$ cat src/rtl/fcd_pkg.sv
package fcd_pkg;

  localparam int NUM_BLK = 11;

  localparam logic [7:0] OP_KEY_A    = 8'hAA;
  localparam logic [7:0] OP_KEY_B    = 8'h55;
  localparam logic [7:0] OP_RESET    = 8'hF0;
  localparam logic [7:0] OP_IDENT    = 8'h90;
  localparam logic [7:0] OP_PROGRAM  = 8'hA0;
  localparam logic [7:0] OP_ERS_ARM  = 8'h80;
  localparam logic [7:0] OP_ERS_CHIP = 8'h10;
  localparam logic [7:0] OP_ERS_BLK  = 8'h30;
  localparam logic [7:0] OP_SUSPEND  = 8'hB0;

  typedef enum logic [3:0] {
    ST_READ, ST_KEY1, ST_KEY2, ST_PRG_ARG, ST_ERS_ARM,
    ST_ERS_KEY1, ST_ERS_KEY2, ST_ERS_WIN, ST_BUSY_PRG, ST_BUSY_ERS, ST_SUSP
  } fcd_state_e;

  // Block number from the six most significant word-address bits.
  function automatic logic [3:0] blk_of_field(input logic [5:0] f, input logic top_boot);
    logic [3:0] r;
    if (!top_boot) begin
      if (f[5:3] != 3'd0)       r = 4'd3 + {1'b0, f[5:3]};
      else if (f[2])            r = 4'd3;
      else if (f[1])            r = f[0] ? 4'd2 : 4'd1;
      else                      r = 4'd0;
    end else begin
      if (f[5:3] != 3'd7)       r = {1'b0, f[5:3]};
      else if (!f[2])           r = 4'd7;
      else if (f[1])            r = 4'd10;
      else                      r = f[0] ? 4'd9 : 4'd8;
    end
    return r;
  endfunction

endpackage

$ cat src/rtl/fcd_addr_match.sv
module fcd_addr_match #(
  parameter int WADDR_W = 18,
  parameter logic [15:0] KEY1_WORD = 16'h5555,
  parameter logic [15:0] KEY2_WORD = 16'h2AAA,
  parameter logic [15:0] KEY1_BYTE = 16'hAAAA,
  parameter logic [15:0] KEY2_BYTE = 16'h5555
) (
  input  logic [WADDR_W:0] addr,
  input  logic             byte_mode,
  output logic             at_key1,
  output logic             at_key2,
  output logic [5:0]       blk_field
);
  // The three most significant address bits take no part in the match.
  localparam int MW = WADDR_W - 3;

  logic w1, w2, b1, b2;

  always_comb begin
    w1 = addr[MW-1:0] == KEY1_WORD[MW-1:0];
    w2 = addr[MW-1:0] == KEY2_WORD[MW-1:0];
    b1 = addr[MW:0]   == KEY1_BYTE[MW:0];
    b2 = addr[MW:0]   == KEY2_BYTE[MW:0];
    at_key1   = byte_mode ? b1 : w1;
    at_key2   = byte_mode ? b2 : w2;
    blk_field = byte_mode ? addr[WADDR_W -: 6] : addr[WADDR_W-1 -: 6];
  end
endmodule

$ cat src/rtl/fcd_block_map.sv
module fcd_block_map
  import fcd_pkg::*;
#(
  parameter bit TOP_BOOT = 1'b0
) (
  input  logic [5:0]         blk_field,
  output logic [NUM_BLK-1:0] blk_sel
);
  logic [3:0] idx;
  assign idx = blk_of_field(blk_field, TOP_BOOT);

  for (genvar i = 0; i < NUM_BLK; i++) begin : g_sel
    assign blk_sel[i] = (idx == 4'(i));
  end
endmodule

$ cat src/rtl/fcd_erase_window.sv
module fcd_erase_window
  import fcd_pkg::*;
#(
  parameter int WIN_CYC = 16
) (
  input  logic               clk,
  input  logic               rst_n,
  input  logic               win_open,
  input  logic               first_blk,
  input  logic               add_blk,
  input  logic               all_blk,
  input  logic               drop,
  input  logic [NUM_BLK-1:0] blk_sel,
  output logic               expired,
  output logic [NUM_BLK-1:0] mask
);
  localparam int CW = $clog2(WIN_CYC + 1);
  localparam logic [CW-1:0] CNT_LOAD = CW'(WIN_CYC - 1);

  logic [CW-1:0]      cnt_q, cnt_n;
  logic [NUM_BLK-1:0] mask_q, mask_n;
  logic               cnt_en, mask_en;

  always_comb begin
    cnt_en  = 1'b0;
    cnt_n   = cnt_q;
    if (first_blk || add_blk) begin
      cnt_en = 1'b1;
      cnt_n  = CNT_LOAD;
    end else if (win_open && cnt_q != '0) begin
      cnt_en = 1'b1;
      cnt_n  = cnt_q - 1'b1;
    end

    mask_en = 1'b1;
    if (drop)            mask_n = '0;
    else if (all_blk)    mask_n = '1;
    else if (first_blk)  mask_n = blk_sel;
    else if (add_blk)    mask_n = mask_q | blk_sel;
    else begin
      mask_en = 1'b0;
      mask_n  = mask_q;
    end

    expired = win_open && !add_blk && (cnt_q == '0);
  end

  always_ff @(posedge clk or negedge rst_n) begin
    if (!rst_n) begin
      cnt_q  <= '0;
      mask_q <= '0;
    end else begin
      if (cnt_en)  cnt_q  <= cnt_n;
      if (mask_en) mask_q <= mask_n;
    end
  end

  assign mask = mask_q;

  a_r6_cnt_in_range: assert property (@(posedge clk) disable iff (!rst_n)
    cnt_q <= CNT_LOAD);
  a_r6_expire_has_blocks: assert property (@(posedge clk) disable iff (!rst_n)
    expired |-> (mask_q != '0));
  a_r7_add_restarts: assert property (@(posedge clk) disable iff (!rst_n)
    add_blk |=> (cnt_q == CNT_LOAD));
endmodule

$ cat src/rtl/flash_cmd_decoder.sv
module flash_cmd_decoder
  import fcd_pkg::*;
#(
  parameter int WADDR_W  = 18,
  parameter int DATA_W   = 16,
  parameter int WIN_CYC  = 16,
  parameter bit TOP_BOOT = 1'b0
) (
  input  logic               clk,
  input  logic               rst_n,
  input  logic               wr_valid,
  input  logic [WADDR_W:0]   wr_addr,
  input  logic [DATA_W-1:0]  wr_data,
  input  logic               wr_byte,
  input  logic               done,
  output logic               prog_start,
  output logic [WADDR_W:0]   prog_addr,
  output logic [DATA_W-1:0]  prog_data,
  output logic               prog_byte,
  output logic               erase_start,
  output logic               erase_chip,
  output logic [NUM_BLK-1:0] erase_mask,
  output logic               suspend_pulse,
  output logic               resume_pulse,
  output logic               busy,
  output logic               suspended,
  output logic               autoselect
);
  fcd_state_e st_q, st_n;
  logic [7:0] op;
  logic at_key1, at_key2;
  logic [5:0] blk_field;
  logic [NUM_BLK-1:0] blk_sel;
  logic win_first, win_add, win_all, win_drop, win_expired;
  logic prg_go_n, ers_go_n, ers_chip_n, susp_n, resm_n, ident_n;
  logic prg_go_q, ers_go_q, ers_chip_q, susp_q, resm_q, ident_q;
  logic [WADDR_W:0]  paddr_q;
  logic [DATA_W-1:0] pdata_q;
  logic              pbyte_q;

  assign op = wr_data[7:0];

  fcd_addr_match #(.WADDR_W(WADDR_W)) u_match (
    .addr(wr_addr), .byte_mode(wr_byte),
    .at_key1(at_key1), .at_key2(at_key2), .blk_field(blk_field)
  );

  fcd_block_map #(.TOP_BOOT(TOP_BOOT)) u_map (
    .blk_field(blk_field), .blk_sel(blk_sel)
  );

  fcd_erase_window #(.WIN_CYC(WIN_CYC)) u_win (
    .clk(clk), .rst_n(rst_n), .win_open(st_q == ST_ERS_WIN),
    .first_blk(win_first), .add_blk(win_add), .all_blk(win_all),
    .drop(win_drop), .blk_sel(blk_sel), .expired(win_expired), .mask(erase_mask)
  );

  always_comb begin
    st_n       = st_q;
    prg_go_n   = 1'b0;
    ers_go_n   = 1'b0;
    ers_chip_n = 1'b0;
    susp_n     = 1'b0;
    resm_n     = 1'b0;
    ident_n    = ident_q && !wr_valid;
    win_first  = 1'b0;
    win_add    = 1'b0;
    win_all    = 1'b0;
    win_drop   = 1'b0;
    unique case (st_q)
      ST_READ:
        if (wr_valid) st_n = (op == OP_KEY_A && at_key1) ? ST_KEY1 : ST_READ;
      ST_KEY1:
        if (wr_valid) st_n = (op == OP_KEY_B && at_key2) ? ST_KEY2 : ST_READ;
      ST_KEY2:
        if (wr_valid) begin
          st_n = ST_READ;
          if (at_key1) begin
            if (op == OP_PROGRAM)      st_n = ST_PRG_ARG;
            else if (op == OP_ERS_ARM) st_n = ST_ERS_ARM;
            else if (op == OP_IDENT)   ident_n = 1'b1;
          end
        end
      ST_PRG_ARG:
        if (wr_valid) begin
          st_n     = ST_BUSY_PRG;
          prg_go_n = 1'b1;
        end
      ST_ERS_ARM:
        if (wr_valid) st_n = (op == OP_KEY_A && at_key1) ? ST_ERS_KEY1 : ST_READ;
      ST_ERS_KEY1:
        if (wr_valid) st_n = (op == OP_KEY_B && at_key2) ? ST_ERS_KEY2 : ST_READ;
      ST_ERS_KEY2:
        if (wr_valid) begin
          if (op == OP_ERS_CHIP && at_key1) begin
            st_n       = ST_BUSY_ERS;
            win_all    = 1'b1;
            ers_go_n   = 1'b1;
            ers_chip_n = 1'b1;
          end else if (op == OP_ERS_BLK) begin
            st_n      = ST_ERS_WIN;
            win_first = 1'b1;
          end else begin
            st_n = ST_READ;
          end
        end
      ST_ERS_WIN:
        if (wr_valid) begin
          if (op == OP_ERS_BLK) win_add = 1'b1;
          else begin
            st_n     = ST_READ;
            win_drop = 1'b1;
          end
        end else if (win_expired) begin
          st_n     = ST_BUSY_ERS;
          ers_go_n = 1'b1;
        end
      ST_BUSY_PRG:
        if (done) st_n = ST_READ;
      ST_BUSY_ERS:
        if (done) begin
          st_n     = ST_READ;
          win_drop = 1'b1;
        end else if (wr_valid && op == OP_SUSPEND) begin
          st_n   = ST_SUSP;
          susp_n = 1'b1;
        end
      ST_SUSP:
        if (wr_valid && op == OP_ERS_BLK) begin
          st_n   = ST_BUSY_ERS;
          resm_n = 1'b1;
        end
      default: st_n = ST_READ;
    endcase
  end

  always_ff @(posedge clk or negedge rst_n) begin
    if (!rst_n) begin
      st_q       <= ST_READ;
      prg_go_q   <= 1'b0;
      ers_go_q   <= 1'b0;
      ers_chip_q <= 1'b0;
      susp_q     <= 1'b0;
      resm_q     <= 1'b0;
      ident_q    <= 1'b0;
      paddr_q    <= '0;
      pdata_q    <= '0;
      pbyte_q    <= 1'b0;
    end else begin
      st_q       <= st_n;
      prg_go_q   <= prg_go_n;
      ers_go_q   <= ers_go_n;
      ers_chip_q <= ers_chip_n;
      susp_q     <= susp_n;
      resm_q     <= resm_n;
      ident_q    <= ident_n;
      if (prg_go_n) begin
        paddr_q <= wr_addr;
        pdata_q <= wr_data;
        pbyte_q <= wr_byte;
      end
    end
  end

  assign prog_start    = prg_go_q;
  assign prog_addr     = paddr_q;
  assign prog_data     = pdata_q;
  assign prog_byte     = pbyte_q;
  assign erase_start   = ers_go_q;
  assign erase_chip    = ers_chip_q;
  assign suspend_pulse = susp_q;
  assign resume_pulse  = resm_q;
  assign busy          = (st_q == ST_BUSY_PRG) || (st_q == ST_BUSY_ERS);
  assign suspended     = (st_q == ST_SUSP);
  assign autoselect    = ident_q;

  a_r4_prog_then_busy: assert property (@(posedge clk) disable iff (!rst_n)
    prog_start |-> busy);
  a_r10_single_launch: assert property (@(posedge clk) disable iff (!rst_n)
    !(prog_start && erase_start));
  a_r10_prog_busy_quiet: assert property (@(posedge clk) disable iff (!rst_n)
    (st_q == ST_BUSY_PRG) |=> (!erase_start && !suspend_pulse && !resume_pulse));
  a_r5_chip_all_blocks: assert property (@(posedge clk) disable iff (!rst_n)
    (erase_start && erase_chip) |-> (&erase_mask));
  a_r11_suspend_entry: assert property (@(posedge clk) disable iff (!rst_n)
    $rose(suspended) |-> suspend_pulse);
  a_r11_resume_exit: assert property (@(posedge clk) disable iff (!rst_n)
    resume_pulse |-> (busy && !suspended));
  a_r13_done_clears: assert property (@(posedge clk) disable iff (!rst_n)
    (st_q == ST_BUSY_ERS && done) |=> (!busy && erase_mask == '0));
endmodule

$ cat config.mk
export PLATFORM = sky130hd
export DESIGN_NAME = flash_cmd_decoder
export DESIGN_NICKNAME = d
export VERILOG_FILES = /design/src/rtl/fcd_pkg.sv /design/src/rtl/fcd_addr_match.sv /design/src/rtl/fcd_block_map.sv /design/src/rtl/fcd_erase_window.sv /design/src/rtl/flash_cmd_decoder.sv
export SDC_FILE = /design/constraint.sdc
export NUM_CORES = 1
export LEC_CHECK = 0
export ABC_AREA = 1
export BUFFER_PORTS_ARGS = -buffer_cell sky130_fd_sc_hd__buf_4
export CAP_MARGIN = 25
export CORE_UTILIZATION = 45
export CTS_CLUSTER_DIAMETER = 50
export CTS_CLUSTER_SIZE = 30
export DETAILED_ROUTE_END_ITERATION = 8
export PLACE_DENSITY = 0.78
export SYNTH_ARGS = -nofsm -noshare
export SYNTH_HDL_FRONTEND = slang
export SYNTH_SLANG_ARGS = --single-unit
$ cat constraint.sdc
create_clock -name clk -period 2 [get_ports clk]
set_input_delay 0.1 -clock clk [delete_from_list [all_inputs] [get_ports clk]]
set_output_delay 0.1 -clock clk [all_outputs]
set_load 0.05 [all_outputs]
# [Word-level counts from Yosys, hierarchy flattened]
# Cells that the tools add are included.
[op_classes] add_sub_neg=2 eq_ne=44 mux=72 bitwise_logic=1 reduce_logical=23
[ops] cell="2-to-1 mux 4 bit" count=18
[ops] cell="2-to-1 mux 11 bit" count=4
[ops] cell="one-hot mux 4 bit (11 select lines)" count=1
[ops] cell="== test 8 bit, second input constant" count=5
[ops] cell="2-to-1 mux 1 bit" count=36
[ops] cell="== test 4 x 3 -> 1 bit, second input constant" count=8
[ops] cell="== test 4 bit, second input constant" count=6
[ops] cell="2-to-1 mux 3 bit" count=6
[ops] cell="== test 16 x 15 -> 1 bit, second input constant" count=1
[ops] cell="== test 16 bit, second input constant" count=1
[ops] cell="== test 4 x 2 -> 1 bit, second input constant" count=4
[ops] cell="inequality test 2 bit, second input constant" count=8
[ops] cell="== test 15 x 14 -> 1 bit, second input constant" count=1
[ops] cell="== test 15 bit, second input constant" count=1
[ops] cell="AND reduction 12 bit" count=1
[ops] cell="OR 11 bit" count=1
[ops] cell="2-to-1 mux 5 bit" count=2
[ops] cell="logical AND 1 bit" count=9
[ops] cell="inequality test 3 bit, second input constant" count=3
[ops] cell="== test 4 x 1 -> 1 bit, second input constant" count=2
[ops] cell="== test 8 x 5 -> 1 bit, second input constant" count=1
[ops] cell="== test 8 x 6 -> 1 bit, second input constant" count=1
[ops] cell="== test 8 x 7 -> 1 bit, second input constant" count=1
[ops] cell="zero test 4 bit" count=2
[ops] cell="other kinds (14)" count=19
[word_totals] inputBits=40 ff_bits=62 output_inout_bits=55 elab_cells=154

# [Depth between registers and ports, before layout]
[depth] ltp_word=11 mapped_depth=14 mapped_depth_nobuf=14

# [By module]
# A second synthesis with hierarchy kept.
[hier_totals] cells_unflattened=515 area_unflattened_um2=3603.5
[modules_own_cells] mod="flash_cmd_decoder" instances=1 cells_each=299 area_each_um2=2237.1
[modules_own_cells] mod="fcd_erase_window" instances=1 cells_each=114 area_each_um2=893.4
[modules_own_cells] mod="fcd_addr_match" instances=1 cells_each=58 area_each_um2=262.8
[modules_own_cells] mod="fcd_block_map" instances=1 cells_each=44 area_each_um2=210.2

# [Worst setup path after synthesis]
# No wires, ideal clock.
[synth_timing] path_type="register to register" from="reg st_q[2]" to="reg st_q[3]" setup_slack_ns=-0.035 stages_incl_launch_ff=11 setup_ns=0.125 path_buffers=0 required_ns=1.875 arrival_ns=1.910 cell_sequence="dfrtp_1 inv_1 nand2_1 nor2_1 inv_1 nor2_1 nor2_1 nand2_2 inv_2 o21ai_0 o21ai_1"
[synth_via] elab_cells_between_ends=29 cone_classes="eq/ne (22); mux (2); reduce/logical (5)"
[synth_rtl] item="from (decl)" line_no="flash_cmd_decoder.sv:29" text="fcd_state_e st_q, st_n;"
[synth_rtl] item="from (signal assigned)" line_no="flash_cmd_decoder.sv:150" text="st_q <= st_n;"
[synth_rtl] item="== test 4 bit *"
[synth_rtl] item="net suspended" line_no="flash_cmd_decoder.sv:26" text="output logic suspended,"
[synth_rtl] item="inequality test 2 x 1 -> 1 bit (no source line)"
[synth_rtl] item="AND reduction 12 bit (no source line)"
# Mark *: on every way through the listed nets, which the timed path passes. The rest lies on a longest branch.
# A chain may end at the register's enable or synchronous reset.

# [Worst setup path in the final report]
[layout_timing] from="in wr_addr[4]" to="reg u_win.mask_q[4] (netlist: u_win.mask[4])"
[layout_via] elab_chain_cells=10 elab_cells_between_ends=18 cone_classes="eq/ne (2); mux (13); reduce/logical (3)"
[layout_rtl] item="from (decl)" line_no="flash_cmd_decoder.sv:12" text="input logic [WADDR_W:0] wr_addr,"
[layout_rtl] item="== test 16 bit / == test 15 bit (equally long branches)" line_no="fcd_addr_match.sv:22, fcd_addr_match.sv:20"
[layout_rtl] item="2-to-1 mux 1 bit *" line_no="fcd_addr_match.sv:24" text="at_key1 = byte_mode ? b1 : w1;"
[layout_rtl] item="logical AND 1 bit *" line_no="flash_cmd_decoder.sv:95" text="if (op == OP_ERS_CHIP && at_key1) begin"
[layout_rtl] item="2-to-1 mux 1 bit" line_no="flash_cmd_decoder.sv:95"
[layout_rtl] item="2-to-1 mux 1 bit" line_no="flash_cmd_decoder.sv:94" text="if (wr_valid) begin"
[layout_rtl] item="2-to-1 mux 1 bit" line_no="flash_cmd_decoder.sv:70" text="unique case (st_q)"
[layout_rtl] item="2-to-1 mux 1 bit" line_no="fcd_erase_window.sv:38" text="else if (first_blk) mask_n = blk_sel;"
[layout_rtl] item="2-to-1 mux 1 bit" line_no="fcd_erase_window.sv:37" text="else if (all_blk) mask_n = '1;"
[layout_rtl] item="2-to-1 mux 1 bit" line_no="fcd_erase_window.sv:36" text="if (drop) mask_n = '0;"
[layout_rtl] item="AND reduction 2 bit (no source line)"
[layout_rtl] item="to (signal assigned)" line_no="fcd_erase_window.sv:54" text="if (mask_en) mask_q <= mask_n;"
[layout_rtl] item="to (decl)" line_no="fcd_erase_window.sv:21" text="logic [NUM_BLK-1:0] mask_q, mask_n;"
# Every way passes the cells marked *; elsewhere a longest branch is shown, timed or not.

==> metrics.txt <==
# TYPE chip_impl_metric gauge
chip_impl_metric{name="chipHeight",unit="um"} 89.3
chip_impl_metric{name="globalRoute.totalOverflow",unit=""} 0
chip_impl_metric{name="maxCapViolations",unit=""} 0
chip_impl_metric{name="post_synth_num_cell_types",unit=""} 32
chip_impl_metric{name="placementRows",unit=""} 31
chip_impl_info{name="worstSetupStartpointType",value="primary input"} 1
chip_impl_metric{name="netlist.area_leader.share",unit="%"} 45.3
chip_impl_metric{name="worst_ir_drop_vdd",unit="mV"} 0.424
chip_impl_metric{name="clk_path_buf_depth",unit=""} 2
chip_impl_metric{name="p_comb_share",unit="%"} 17.0
chip_impl_metric{name="timing.setup.tns",unit="ps"} 0
chip_impl_metric{name="synth_edf_count",unit=""} 0
chip_impl_metric{name="p_clk_share",unit="%"} 38.4
chip_impl_metric{name="total_switching_power",unit="mW"} 0.895
chip_impl_metric{name="intPower",unit="mW"} 2.04
chip_impl_metric{name="numCtsBuffers",unit=""} 9
chip_impl_info{name="synthDominantAreaCellType",value="dfrtp_1"} 1
chip_impl_metric{name="yosys_register_bits",unit=""} 62
chip_impl_metric{name="min_period_over_period",unit="%"} 90.6
chip_impl_metric{name="detailedPlacementHpwl",unit="mm"} 6.41
chip_impl_metric{name="dieArea",unit="mm2"} 0.00797
chip_impl_metric{name="route.detailed.drc",unit=""} 0
chip_impl_metric{name="power_leakage",unit="nW"} 2.54
chip_impl_metric{name="synthArstFlopShare",unit="%"} 100
chip_impl_metric{name="antenna_cells",unit=""} 0
chip_impl_metric{name="syn-mean-instance-area",unit="um2"} 7.14
chip_impl_metric{name="fmaxAchievable",unit="MHz"} 552
chip_impl_metric{name="antenna_found_initial",unit=""} 0
chip_impl_metric{name="pin_count_of_the_biggest_net_entering_global_routing",unit=""} 63
chip_impl_metric{name="drt_pass1_iterations",unit=""} 5
chip_impl_metric{name="setup-violations-final",unit=""} 0
chip_impl_info{name="cp-end-kind",value="register"} 1
chip_impl_metric{name="setup_ws",unit="ps"} 189
chip_impl_metric{name="timing.clock.skew",unit="ps"} 8.33
chip_impl_metric{name="route.vias.total",unit=""} 3538
chip_impl_metric{name="layout_nets",unit=""} 641
chip_impl_metric{name="crit_fanout",unit=""} 11
chip_impl_info{name="status",value="finished, final reports clean"} 1
chip_impl_metric{name="pins_over_slew_limit",unit=""} 0
chip_impl_metric{name="io_buffer_count",unit=""} 94
chip_impl_metric{name="clock_insertion_delay_worst_skew",unit="ps"} 340
chip_impl_metric{name="synth_nets",unit=""} 524
chip_impl_metric{name="hold_viol_final",unit=""} 0
chip_impl_metric{name="drt_iter0_markers",unit=""} 226
chip_impl_metric{name="final_period_minus_worst_setup_slack",unit="ps"} 1810
chip_impl_info{name="synth.area.top_cells",value="dfrtp_1, nand2_1, nand3_1"} 1
chip_impl_metric{name="slew_headroom",unit="%"} 46.6
chip_impl_metric{name="share_of_layout_cells_above_drive_strength_1",unit="%"} 22.6
chip_impl_metric{name="post_cts_clock_slew_at_the_launch_and_capture_registers_of_the_worst_setup_and_hold_paths",unit="ps"} 70
chip_impl_info{name="grt_setup_unrepaired",value="no"} 1
chip_impl_metric{name="place_worst_setup_slack",unit="ps"} 96.3
chip_impl_metric{name="htreeDepth",unit=""} 3
chip_impl_metric{name="synth_area",unit="mm2"} 0.00343
chip_impl_info{name="criticalPathCategory",value="primary input to register"} 1
chip_impl_metric{name="global_route_wire_length_before_repair",unit="mm"} 14.7
chip_impl_info{name="hold_path.class",value="primary input to register"} 1
chip_impl_metric{name="powerDensity",unit="mW/mm2"} 633
chip_impl_metric{name="coreArea",unit="mm2"} 0.00729
chip_impl_info{name="cts-root-buf",value="clkbuf_8"} 1
chip_impl_metric{name="ios",unit=""} 95
chip_impl_metric{name="arrival_worst_endpoint",unit="ps"} 2090
chip_impl_metric{name="synth-seq-area-share",unit="%"} 45.3
chip_impl_metric{name="finalWirelength",unit="mm"} 9.29
chip_impl_metric{name="synth_warnings",unit=""} 0
chip_impl_metric{name="switching_share",unit="%"} 30.4
chip_impl_info{name="cts_tree",value="done"} 1
chip_impl_metric{name="floorplan.die.width",unit="um"} 89.3
chip_impl_metric{name="via_per_inst",unit=""} 5.05
chip_impl_metric{name="routabilityCongestion",unit=""} 0.956
chip_impl_metric{name="clkSinkCount",unit=""} 62
chip_impl_metric{name="final_antenna_net_count",unit=""} 0
chip_impl_metric{name="slew_at_the_pin_closest_to_its_max_slew_limit",unit="ps"} 801
chip_impl_metric{name="area_growth",unit="%"} 35.5
chip_impl_metric{name="first_global_vias",unit=""} 3280
chip_impl_metric{name="synthCells",unit=""} 480
chip_impl_metric{name="initial_utilization",unit="%"} 47.0
chip_impl_metric{name="wire_per_inst",unit="um"} 13.2
chip_impl_info{name="synthFlopType",value="dfrtp_1"} 1
chip_impl_metric{name="gr-usage-all-layers",unit="%"} 24.1
chip_impl_metric{name="fraction_of_power_consumed_by_sequential_logic",unit="%"} 44.6
chip_impl_metric{name="critical_path_required",unit="ps"} 2280
Yosys cell counts (2+ instances only):
cell type    n
a21oi_1      4
nor3_1       8
nand4_1     17
buf_6        2
o21ai_0     20
buf_2        5
nor4_1       2
inv_1       48
ha_1         4
nand2_1    179
clkbuf_1     7
nor2_1      50
xor2_1       2
dfrtp_1     62
inv_2        4
nand2_2      2
o21ai_1      6
nor2_2       4
nand3_1     41
worst max-delay path: stages:
cell           delay [ps]
dlygate4sd3_1         530
buf_4                 140
nor2_1                100
nand2_1                70
nor2_1                260
nand3_1               140
nand2_2               140
nand4_2               140
a21boi_4              210
buf_12                140
nand2_1                60
nand2_1                60
cell families after synthesis:
group	after synthesis	share of synthesized area, %
AOI/OAI and AO/OA	35	5.66
xor gates and xnor gates	3	0.767
adders and majority gates	4	1.46
buffers and inverters	67	7.99
DFF	62	45.3
and+or+nand+nor	309	38.9
per-layer routing:
| layer | up-vias | part of all wire [%] | GRT usage (%) |
|---|---|---|---|
| li1 | 1755 | - | - |
| met2 | 130 | 46 | 37.6 |
| met4 | 0 | 1.7 | 12.0 |
| met3 | 16 | 6.7 | 5.63 |
| met1 | 1637 | 46 | 31.5 |
| met5 | - | 0 | 0 |
final timing paths:
check	startpoint	endpoint	slack, ps	cells after the start
setup / recovery	wr_addr[4]	u_win.mask[4]$_DFFE_PN0P_	190	12
hold reg to reg	prog_data[14]$_DFFE_PN0P_	prog_data[14]$_DFFE_PN0P_	480	2
max in group asynchronous	rst_n	u_win.mask[4]$_DFFE_PN0P_	1090	2
min in group asynchronous	rst_n	prog_addr[5]$_DFFE_PN0P_	390	2
setup reg to reg	st_q[0]$_DFFE_PN0P_	prog_addr[8]$_DFFE_PN0P_	280	6
hold / removal	wr_addr[12]	prog_addr[12]$_DFFE_PN0P_	20	3
through the flow:
step / hold WS (ps) / area, um2 / utilization (%) / instances / total power [mW]
detailed placement: 240 / 4230 / 58.0 / 665 / 1.80
global route: 18.7 / 4650 / 63.7 / 701 / 3.05
finish: 20.2 / 4650 / 63.7 / 701 / 2.94
CTS: 6.66 / 4620 / 63.3 / 700 / 2.95
floorplan: -196 / 3430 / - / 480 / 1.60
global placement: 229 / 4230 / 58.0 / 665 / 1.79
flip-flops by register name (all words and copies together), names as in the netlist, named ones only:
name and count:
erase_chip 1, erase_start 1, prog_addr 19, prog_byte 1
prog_data 16, prog_start 1, resume_pulse 1, st_q 4
suspend_pulse 1, u_win.cnt_q 5, u_win.mask 11
layout make-up:
cell class,instances,area [um2]
Clock inverter,7,73.8
Multi-Input combinational cell,351,1610
Inverter,53,200
Fill cell,629,2650
Sequential cell,62,1550
Tap cell,99,124
Clock buffer,9,124
Timing Repair Buffer,120,961
placed cells by master, fill, tap and decap left out, types with 2 or more instances in the layout:
| cell | instances |
|---|---|
| nand2_1 | 179 |
| buf_4 | 100 |
| dfrtp_1 | 62 |
| nor2_1 | 49 |
| inv_1 | 48 |
| nand3_1 | 41 |
| o21ai_0 | 20 |
| dlygate4sd3_1 | 19 |
| nand4_1 | 17 |
| clkbuf_8 | 9 |
| nor3_1 | 8 |
| o21ai_1 | 6 |
| nor2_2 | 5 |
| inv_2 | 4 |
| a21oi_1 | 4 |
| ha_1 | 4 |
| clkinv_2 | 3 |
| nand2_2 | 2 |
| xor2_1 | 2 |
| nor4_1 | 2 |
| clkinv_4 | 2 |
power by group through the flow:
stage               combinational [mW]  sequential [mW]  clock (mW)
floorplan                        0.135             1.47           0
global placement                 0.456             1.33           0
detailed placement               0.464             1.34           0
CTS                              0.495             1.31        1.14
global route                     0.544             1.32        1.19
finish                           0.498             1.31        1.13
what timing repair did:
action | CTS | global route
setup endpoints to repair | 0 | 11
gates resized for setup | 0 | 1
buffers inserted | 0 | 1
endpoints found under the hold margin | 80 | 0
hold buffers | 19 | 0
(Power assumes the default switching activity.)
